## config.mk

```make
export PLATFORM = sky130hd
export DESIGN_NAME = fcp_gate
export DESIGN_NICKNAME = d
export VERILOG_FILES = /design/src/rtl/fcp_pkg.sv /design/src/rtl/fcp_loader.sv /design/src/rtl/fcp_policy.sv /design/src/rtl/fcp_grant_reg.sv /design/src/rtl/fcp_gate.sv
export SDC_FILE = /design/constraint.sdc
export NUM_CORES = 1
export LEC_CHECK = 0
export CAP_MARGIN = 20
export CORE_MARGIN = 1
export CORE_UTILIZATION = 40
export DETAILED_ROUTE_END_ITERATION = 8
export HOLD_SLACK_MARGIN = 0.05
export PLACE_DENSITY = 0.77
export SYNTH_ARGS = -nofsm -noshare
export SYNTH_HDL_FRONTEND = slang
export SYNTH_SLANG_ARGS = --single-unit
```

## constraint.sdc

```tcl
create_clock -name clk -period 2.5 [get_ports clk]
set_input_delay 0.5 -clock clk [delete_from_list [all_inputs] [get_ports clk]]
set_output_delay 0.5 -clock clk [all_outputs]
set_load 0.01 [all_outputs]
```

## src/rtl/fcp_pkg.sv

```systemverilog
package fcp_pkg;

    localparam int unsigned WORD_W = 32;

    localparam logic [WORD_W-1:0] MAGIC_LVL1    = 32'h1234_5678;
    localparam logic [WORD_W-1:0] MAGIC_LVL2    = 32'h8765_4321;
    localparam logic [WORD_W-1:0] MAGIC_LVL3    = 32'h4321_8765;
    localparam logic [WORD_W-1:0] MAGIC_PIN_OFF = 32'hB007_0FF0;

    // request channel indices
    localparam int unsigned CH_DBG   = 0;
    localparam int unsigned CH_BL    = 1;
    localparam int unsigned CH_APP   = 2;
    localparam int unsigned CH_REINV = 3;
    localparam int unsigned NCH      = 4;

    typedef enum logic [1:0] {
        LVL_OPEN = 2'd0,
        LVL_1    = 2'd1,
        LVL_2    = 2'd2,
        LVL_3    = 2'd3
    } lvl_e;

    typedef enum logic [1:0] {
        BL_READ    = 2'd0,
        BL_SECT_WR = 2'd1,
        BL_SECT_ER = 2'd2,
        BL_FULL_ER = 2'd3
    } blcmd_e;

    typedef enum logic [1:0] {
        ST_LOAD   = 2'd0,
        ST_DECODE = 2'd1,
        ST_RUN    = 2'd2
    } st_e;

    typedef struct packed {
        lvl_e level;
        logic pin_off;
        logic ready;
    } prot_state_t;

    function automatic lvl_e decode_level(input logic [WORD_W-1:0] w);
        lvl_e l;
        case (w)
            MAGIC_LVL1: l = LVL_1;
            MAGIC_LVL2: l = LVL_2;
            MAGIC_LVL3: l = LVL_3;
            default:    l = LVL_OPEN;
        endcase
        return l;
    endfunction

    function automatic logic bl_allowed(input lvl_e l, input blcmd_e c, input logic sect_zero);
        logic ok;
        case (l)
            LVL_OPEN: ok = 1'b1;
            LVL_1:    ok = ((c == BL_SECT_WR) || (c == BL_SECT_ER)) && !sect_zero;
            LVL_2:    ok = (c == BL_FULL_ER) || (c == BL_SECT_WR);
            default:  ok = 1'b0;
        endcase
        return ok;
    endfunction

    function automatic logic clearable(input lvl_e l);
        return (l == LVL_1) || (l == LVL_2);
    endfunction

endpackage

```

## src/rtl/fcp_loader.sv

```systemverilog
module fcp_loader
    import fcp_pkg::*;
(
    input  logic              clk,
    input  logic              rst,
    input  logic [WORD_W-1:0] prot_word_i,
    input  logic [WORD_W-1:0] pin_off_word_i,
    input  logic              erase_done_i,
    output prot_state_t       state_o
);

    st_e               st_q;
    logic [WORD_W-1:0] cap_q;
    logic              pin_off_q;
    lvl_e              level_q;

    always_ff @(posedge clk) begin
        if (rst) begin
            st_q      <= ST_LOAD;
            cap_q     <= '0;
            pin_off_q <= 1'b0;
            level_q   <= LVL_OPEN;
        end else begin
            case (st_q)
                ST_LOAD: begin
                    cap_q     <= prot_word_i;
                    pin_off_q <= (pin_off_word_i == MAGIC_PIN_OFF);
                    st_q      <= ST_DECODE;
                end
                ST_DECODE: begin
                    level_q <= decode_level(cap_q);
                    st_q    <= ST_RUN;
                end
                ST_RUN: begin
                    if (erase_done_i && clearable(level_q)) begin
                        level_q <= LVL_OPEN;
                    end
                end
                default: st_q <= ST_LOAD;
            endcase
        end
    end

    always_comb begin
        state_o.level   = level_q;
        state_o.pin_off = pin_off_q;
        state_o.ready   = (st_q == ST_RUN);
    end

    // level 3 never leaves once latched
    a_r9_l3_sticky: assert property (@(posedge clk) disable iff (rst)
        (st_q == ST_RUN && level_q == LVL_3) |=> (level_q == LVL_3));

    // erase completion clears a level-1 or level-2 setting
    a_r9_erase_clears: assert property (@(posedge clk) disable iff (rst)
        (st_q == ST_RUN && erase_done_i && (level_q == LVL_1 || level_q == LVL_2))
        |=> (level_q == LVL_OPEN));

    // once ready, stays ready until the next reset
    a_r1_ready_holds: assert property (@(posedge clk) disable iff (rst)
        (st_q == ST_RUN) |=> (st_q == ST_RUN));

endmodule

```

## src/rtl/fcp_policy.sv

```systemverilog
module fcp_policy
    import fcp_pkg::*;
#(
    parameter int unsigned SECT_W = 5
) (
    input  prot_state_t       ps_i,
    input  logic [NCH-1:0]    req_i,
    input  logic [1:0]        bl_cmd_i,
    input  logic [SECT_W-1:0] bl_sector_i,
    output logic [NCH-1:0]    allow_o,
    output logic              pin_en_o
);

    logic   sect_zero;
    blcmd_e cmd;

    assign sect_zero = (bl_sector_i == '0);
    assign cmd       = blcmd_e'(bl_cmd_i);
    assign pin_en_o  = ps_i.ready && (ps_i.level != LVL_3) && !ps_i.pin_off;

    for (genvar g = 0; g < NCH; g++) begin : g_ch
        if (g == CH_DBG) begin : g_dbg
            assign allow_o[g] = ps_i.ready && (ps_i.level == LVL_OPEN);
        end else if (g == CH_BL) begin : g_bl
            assign allow_o[g] = ps_i.ready && bl_allowed(ps_i.level, cmd, sect_zero);
        end else begin : g_always
            assign allow_o[g] = ps_i.ready;
        end
    end

    // nothing is allowed before the level is known
    always_comb begin
        if (!ps_i.ready) begin
            a_r1_no_allow_early: assert (allow_o == '0 && !pin_en_o);
        end
    end

    // the top level blocks every boot-loader command
    always_comb begin
        if (ps_i.level == LVL_3 && req_i[CH_BL]) begin
            a_r6_bl_blocked: assert (!allow_o[CH_BL]);
        end
    end

endmodule

```

## src/rtl/fcp_grant_reg.sv

```systemverilog
module fcp_grant_reg
    import fcp_pkg::*;
(
    input  logic           clk,
    input  logic           rst,
    input  logic [NCH-1:0] req_i,
    input  logic [NCH-1:0] allow_i,
    output logic [NCH-1:0] grant_o,
    output logic           deny_o
);

    logic [NCH-1:0] grant_q;
    logic [NCH-1:0] den_q;

    for (genvar g = 0; g < NCH; g++) begin : g_ch
        always_ff @(posedge clk) begin
            if (rst) begin
                grant_q[g] <= 1'b0;
                den_q[g]   <= 1'b0;
            end else begin
                grant_q[g] <= req_i[g] && allow_i[g];
                den_q[g]   <= req_i[g] && !allow_i[g];
            end
        end

        // every request gets an answer in the next cycle
        a_r10_answered: assert property (@(posedge clk) disable iff (rst)
            req_i[g] |=> (grant_q[g] || den_q[g]));

        // no answer without a request
        a_r10_no_spurious: assert property (@(posedge clk) disable iff (rst)
            !req_i[g] |=> (!grant_q[g] && !den_q[g]));
    end

    assign grant_o = grant_q;
    assign deny_o  = |den_q;

endmodule

```

## src/rtl/fcp_gate.sv

```systemverilog
module fcp_gate
    import fcp_pkg::*;
#(
    parameter int unsigned SECT_W = 5
) (
    input  logic              clk,
    input  logic              rst,
    input  logic [31:0]       prot_word_i,
    input  logic [31:0]       pin_off_word_i,
    input  logic              erase_done_i,
    input  logic              dbg_req_i,
    input  logic              bl_req_i,
    input  logic [1:0]        bl_cmd_i,
    input  logic [SECT_W-1:0] bl_sector_i,
    input  logic              app_req_i,
    input  logic              reinv_req_i,
    output logic              ready_o,
    output logic [1:0]        level_o,
    output logic              dbg_grant_o,
    output logic              bl_grant_o,
    output logic              app_grant_o,
    output logic              reinv_grant_o,
    output logic              boot_pin_en_o,
    output logic              deny_o
);

    prot_state_t    ps;
    logic [NCH-1:0] req;
    logic [NCH-1:0] allow;
    logic [NCH-1:0] grant;

    always_comb begin
        req           = '0;
        req[CH_DBG]   = dbg_req_i;
        req[CH_BL]    = bl_req_i;
        req[CH_APP]   = app_req_i;
        req[CH_REINV] = reinv_req_i;
    end

    fcp_loader u_loader (
        .clk            (clk),
        .rst            (rst),
        .prot_word_i    (prot_word_i),
        .pin_off_word_i (pin_off_word_i),
        .erase_done_i   (erase_done_i),
        .state_o        (ps)
    );

    fcp_policy #(.SECT_W(SECT_W)) u_policy (
        .ps_i        (ps),
        .req_i       (req),
        .bl_cmd_i    (bl_cmd_i),
        .bl_sector_i (bl_sector_i),
        .allow_o     (allow),
        .pin_en_o    (boot_pin_en_o)
    );

    fcp_grant_reg u_grant (
        .clk     (clk),
        .rst     (rst),
        .req_i   (req),
        .allow_i (allow),
        .grant_o (grant),
        .deny_o  (deny_o)
    );

    assign ready_o       = ps.ready;
    assign level_o       = ps.level;
    assign dbg_grant_o   = grant[CH_DBG];
    assign bl_grant_o    = grant[CH_BL];
    assign app_grant_o   = grant[CH_APP];
    assign reinv_grant_o = grant[CH_REINV];

    // no grant leaves the block before ready
    a_r1_quiet_before_ready: assert property (@(posedge clk) disable iff (rst)
        !ready_o |-> !(dbg_grant_o || bl_grant_o || app_grant_o || reinv_grant_o));

    // debug port locked at any protected level
    a_r3_dbg_locked: assert property (@(posedge clk) disable iff (rst)
        (ready_o && dbg_req_i && level_o != 2'd0) |=> (!dbg_grant_o && deny_o));

    // sector 0 is never written or erased at level 1
    a_r4_sector0_guard: assert property (@(posedge clk) disable iff (rst)
        (ready_o && bl_req_i && level_o == 2'd1 && bl_sector_i == '0)
        |=> (!bl_grant_o && deny_o));

    // override pin ignored at level 3
    a_r6_pin_ignored: assert property (@(posedge clk) disable iff (rst)
        (level_o == 2'd3) |-> !boot_pin_en_o);

    // application calls always pass once ready
    a_r7_app_always: assert property (@(posedge clk) disable iff (rst)
        (ready_o && app_req_i) |=> app_grant_o);

    // boot-loader re-entry always passes once ready
    a_r7_reinv_always: assert property (@(posedge clk) disable iff (rst)
        (ready_o && reinv_req_i) |=> reinv_grant_o);

endmodule

```

## Word level (Yosys, flattened, before mapping)

Index checks and enable logic that the tools add are counted.

| word-level totals | value |
|---|---|
| register bits | 45 |
| input bits | 78 |
| output and inout bits | 9 |
| logic and storage cells | 58 |

| operators by class | value |
|---|---|
| eq/ne operators | 13 |
| muxes and demuxes | 5 |
| reductions and logical operators | 28 |

Operator list:

| operator | count |
|---|---|
| == test 32 bit, second input constant | 2 |
| == test 32 x 29 -> 1 bit, second input constant | 1 |
| == test 32 x 31 -> 1 bit, second input constant | 1 |
| logical AND 1 bit | 14 |
| one-hot mux 2 bit (3 select lines) | 2 |
| == test 2 bit, second input constant | 4 |
| == test 2 x 1 -> 1 bit, second input constant | 3 |
| zero test 1 bit | 5 |
| zero test 5 bit | 1 |
| zero test 2 bit | 2 |
| one-hot mux 2 bit (2 select lines) | 1 |
| OR reduction 4 bit | 1 |
| logical OR 1 bit | 3 |
| one-hot mux 1 bit (3 select lines) | 1 |
| two-way mux 2 bit | 1 |
| != test 2 x 1 -> 1 bit, second input constant | 1 |
| != test 2 bit, second input constant | 1 |
| AND reduction 2 bit | 1 |
| nonzero test 2 bit | 1 |

## Depth between registers and ports, before layout

| depth | value |
|---|---|
| word-level depth | 7 |
| gate-level depth with buffers | 6 |
| gate-level depth less buffers | 6 |

## By module

From an unflattened synthesis, not the netlist that was laid out.

| unflattened totals | value |
|---|---|
| cells, all modules | 228 |
| area total of the unflattened synthesis | 1891.8 µm² |

Modules (own cells, without submodules):

| module | instances | cells each | area each (µm²) | seq. area each (µm²) |
|---|---|---|---|---|
| fcp_loader | 1 | 198 | 1560.2 | 740.7 |
| fcp_grant_reg | 1 | 17 | 232.7 | 160.2 |
| fcp_policy | 1 | 13 | 98.8 | 0.0 |

## Least setup slack after synthesis

Ideal clock, no wire load.

| timing path | value |
|---|---|
| path kind | input-to-reg |
| start | input port pin_off_word_i[1] |
| end | register u_loader.pin_off_q |
| setup time | 0.067 ns |
| data arrival time | 1.484 ns |
| required time | 2.433 ns |
| path slack | 0.949 ns |
| stages | 4 |
| path buffers | 0 |
| path through | or4_4 -> nor4_2 -> nand3_1 -> a21oi_2 |

| on the way | value |
|---|---|
| longest elaborated chain between the ends | 1 |

RTL lines:

| item | RTL line | text |
|---|---|---|
| from (decl) | fcp_gate.sv:9 | `input logic [31:0] pin_off_word_i,` |
| == test 32 bit | fcp_loader.sv:27 | `pin_off_q <= (pin_off_word_i == MAGIC_PIN_OFF);` |
| to (signal assigned) | fcp_loader.sv:27 |  |
| to (decl) | fcp_loader.sv:14 | `logic pin_off_q;` |

No other way between the ends.
A chain may end at the register's enable or synchronous reset.

## Worst setup path after layout

| timing path | value |
|---|---|
| start | register u_loader.st_q[1] |
| end | output port boot_pin_en_o |

| on the way | value |
|---|---|
| longest elaborated chain between the ends | 3 |

RTL lines:

| item | RTL line | text |
|---|---|---|
| from (decl) | fcp_loader.sv:12 | `st_e st_q;` |
| from (signal assigned) | fcp_loader.sv:19 | `st_q <= ST_LOAD;` |
| from (signal assigned) | fcp_loader.sv:28 | `st_q <= ST_DECODE;` |
| from (signal assigned) | fcp_loader.sv:32 | `st_q <= ST_RUN;` |
| == test 2 bit | fcp_loader.sv:47 | `state_o.ready = (st_q == ST_RUN);` |
| logical AND 1 bit (2 in series) | fcp_policy.sv:19 | `assign pin_en_o = ps_i.ready && (ps_i.level != LVL_3) && !ps_i.pin_off;` |
| to (decl) | fcp_gate.sv:23 | `output logic boot_pin_en_o,` |

No other way between the ends.

==> metrics.cfg <==
[outcome]
status=complete, no violations

[place]
port_buffers=86
post-place-ws_ps=440.7
place.gp.congestion=0.7448
hpwl_um=3560
dp.cells=361

[worst_setup_path]
cpPeakStageDelay_ps=580
cp_max_fo=6
crit_chain=nand2b_1 -> nor3_1 -> clkdlybuf4s50_1
crit_family=buffers and inverters
end_kind=output port
path_class=flop to output port
critPathBufInv=1
critPathSlowestCell=clkdlybuf4s50_1
critPathRequiredTime_ps=2000
cp-start-kind=flop
arrival_ps=1680

[timing]
fin_crit_ps=2184
tightest_slew_ps=671.5
final.setup.tns_ps=0
clock-skew-final_ps=6.841
hold_violations=0
worst_slack_ps=316.2
relSlewSlack_pct=55.13
finalMaxSlewViolations=0
setup_violations=0
grt_setup_unrepaired=no
max_freq_mhz=457.9
fin_crit_sh_pct=87.35

[synth]
syn_area_sq_um=1932
ys_ff_latch=45
syn_nets=315
synth_area_leaders=dfxtp_1, nand2_1, a21oi_1
syn_inst=230
avgSynthCellArea_sq_um=8.399
ys_types=37
synth_seq_area_share_pct=46.63
ys_warn_count=0
synth_top_area_cell=dfxtp_1
synth_top_area_share_pct=46.63

[drt]
via_per_inst=5.038
antenna_left=0
drtPass1Iterations=4
drt_iter0_drc=67
drc=0
vias=1859
finalWirelength_um=4606
wl_per_cell_um=12.48

[grt]
grt_max_degree=34
antenna_found_initial=0
grt_overflow=0
grt_pass1_wl_um=7707
grt_use_total_pct=19.42
grt_pass1_vias=1768

[clock_network]
cts-root-buf=clkbuf_8
clockBufferDepth=2
cts_tree=built
cts_max_level=2
hold_buffers=0
clkSlewWorstSetupHoldPaths_ps=80
clkLatencyLatePin_ps=300
ctsResizeCount=0
cts.sinks=45
cts_made_buffers=5
post_cts_buffers=0

[floorplan]
die_y_um=71.50
rows=24
io_pins=87
die_w_um=71.50
core_sq_um=4504
dieArea_sq_um=5112
start_util_pct=42.89

[cells_and_area]
post-route-util_pct=65.69
antenna_cells=0
multiInputGateArea_sq_um=967.2
seq_area_sq_um=900.9
syn_to_final_growth_pct=53.17
nFillCells=390
final_common_cell=clkdlybuf4s50_1
final_cell_mix=clkdlybuf4s50_1, nand2_1, dfxtp_1
stdcell_count=369
final_nets=401
drive_gt1_share_pct=5.363

[pwr]
p_int_mw=1.293
power_frac_comb_pct=19.4
finalPower_mw=1.711
p_leak_nw=1.146
peakVddDrop_uv=352.5
powerDensity_nw_per_um2=578.2
switching_share_pct=24.42
p_sw_mw=0.4178
pwr-share-seq_pct=47.9
power.share.clock_pct=32.8

[min_path]
hold_path.class=flop to flop

[flow_run]
max_cap_violations=0

-- metrics by stage --
stage / hold WS (ps) / cell area (sq um)
CTS: 461.6 / 2959
finish: 460.7 / 2959
detailed placement: 451.4 / 2843
floorplan: 431.2 / 1932
global route: 475.9 / 2959
global placement: 439.4 / 2843
-- power groups by stage --
stage                     Sequential, mW  Clock, mW  Combinational [mW]
final                              0.819      0.560               0.332
after detailed placement           0.834          0               0.333
after global placement             0.832          0               0.329
after global routing               0.828      0.592               0.367
after CTS                          0.819      0.571               0.335
after floorplan                    0.824          0               0.167
-- area by class of cell --
type | count | area share (%)
Clock inverter | 1 | 1.015
Inverter | 5 | 0.6342
Sequential cell | 45 | 30.44
Timing Repair Buffer | 90 | 30.11
Multi-Input combinational cell | 169 | 32.68
Clock buffer | 7 | 2.918
Tap cell | 52 | 2.199
-- routing by layer --
metal  up-vias  global-route usage, %  part of all wire [%]
met4         0                  8.932                   1.9
met5         -                      0                     0
met2        47                  33.23                    51
met1       843                  23.67                    44
li1        962                      -                     -
met3         7                  3.797                   3.8
-- worst reg2reg max path: stages, from the launching register on --
cell and delay [ps]:
dfxtp_1 360, nor4bb_1 510, nand4_1 150, a211o_1 330
a21oi_1 140
-- cells in the mapped netlist --
| cell | number |
|---|---|
| a211o_1 | 1 |
| a21oi_1 | 34 |
| a21oi_2 | 1 |
| a22o_1 | 1 |
| a311oi_1 | 1 |
| a31oi_1 | 1 |
| and3b_1 | 2 |
| and4_1 | 1 |
| buf_1 | 3 |
| buf_2 | 3 |
| clkbuf_1 | 5 |
| dfxtp_1 | 45 |
| ha_1 | 7 |
| inv_1 | 4 |
| inv_2 | 1 |
| nand2_1 | 67 |
| nand2b_1 | 4 |
| nand3_1 | 1 |
| nand3b_1 | 1 |
| nand4_1 | 5 |
| nand4b_1 | 1 |
| nand4b_2 | 1 |
| nor2_1 | 8 |
| nor2_4 | 1 |
| nor2b_1 | 4 |
| nor3_1 | 2 |
| nor3b_1 | 2 |
| nor4_2 | 1 |
| nor4b_1 | 4 |
| nor4bb_1 | 9 |
| o21ai_1 | 2 |
| o21ba_1 | 1 |
| o22ai_1 | 1 |
| or2_1 | 1 |
| or4_1 | 2 |
| or4_4 | 1 |
| or4b_1 | 1 |
-- flip-flops by register name, summed over array words and instances, names as in the netlist --
signal,cells
u_grant.den_q,4
u_grant.grant_o,4
u_loader.cap_q,32
u_loader.level_q,2
u_loader.pin_off_q,1
u_loader.st_q,2
-- worst paths after layout --
check                                  startpoint  slack [ps]                                to  cells after the start
setup / recovery    u_loader.st_q[1]$_SDFFE_PP0N_         320                     boot_pin_en_o                      3
hold / removal     u_loader.cap_q[7]$_SDFFE_PP0N_         460    u_loader.cap_q[7]$_SDFFE_PP0N_                      2
setup reg to reg  u_loader.cap_q[15]$_SDFFE_PP0N_         950  u_loader.level_q[1]$_SDFFE_PP0P_                      4
hold reg to reg    u_loader.cap_q[7]$_SDFFE_PP0N_         460    u_loader.cap_q[7]$_SDFFE_PP0N_                      2
-- cell families after synthesis --
group / share of synthesized area, %
DFF: 46.63
AOI/OAI and AO/OA: 12.31
buffers and inverters: 3.303
and+or+nand+nor: 33.22
adders and majority gates: 4.533
Note: power is estimated with default switching activity, not from simulation.
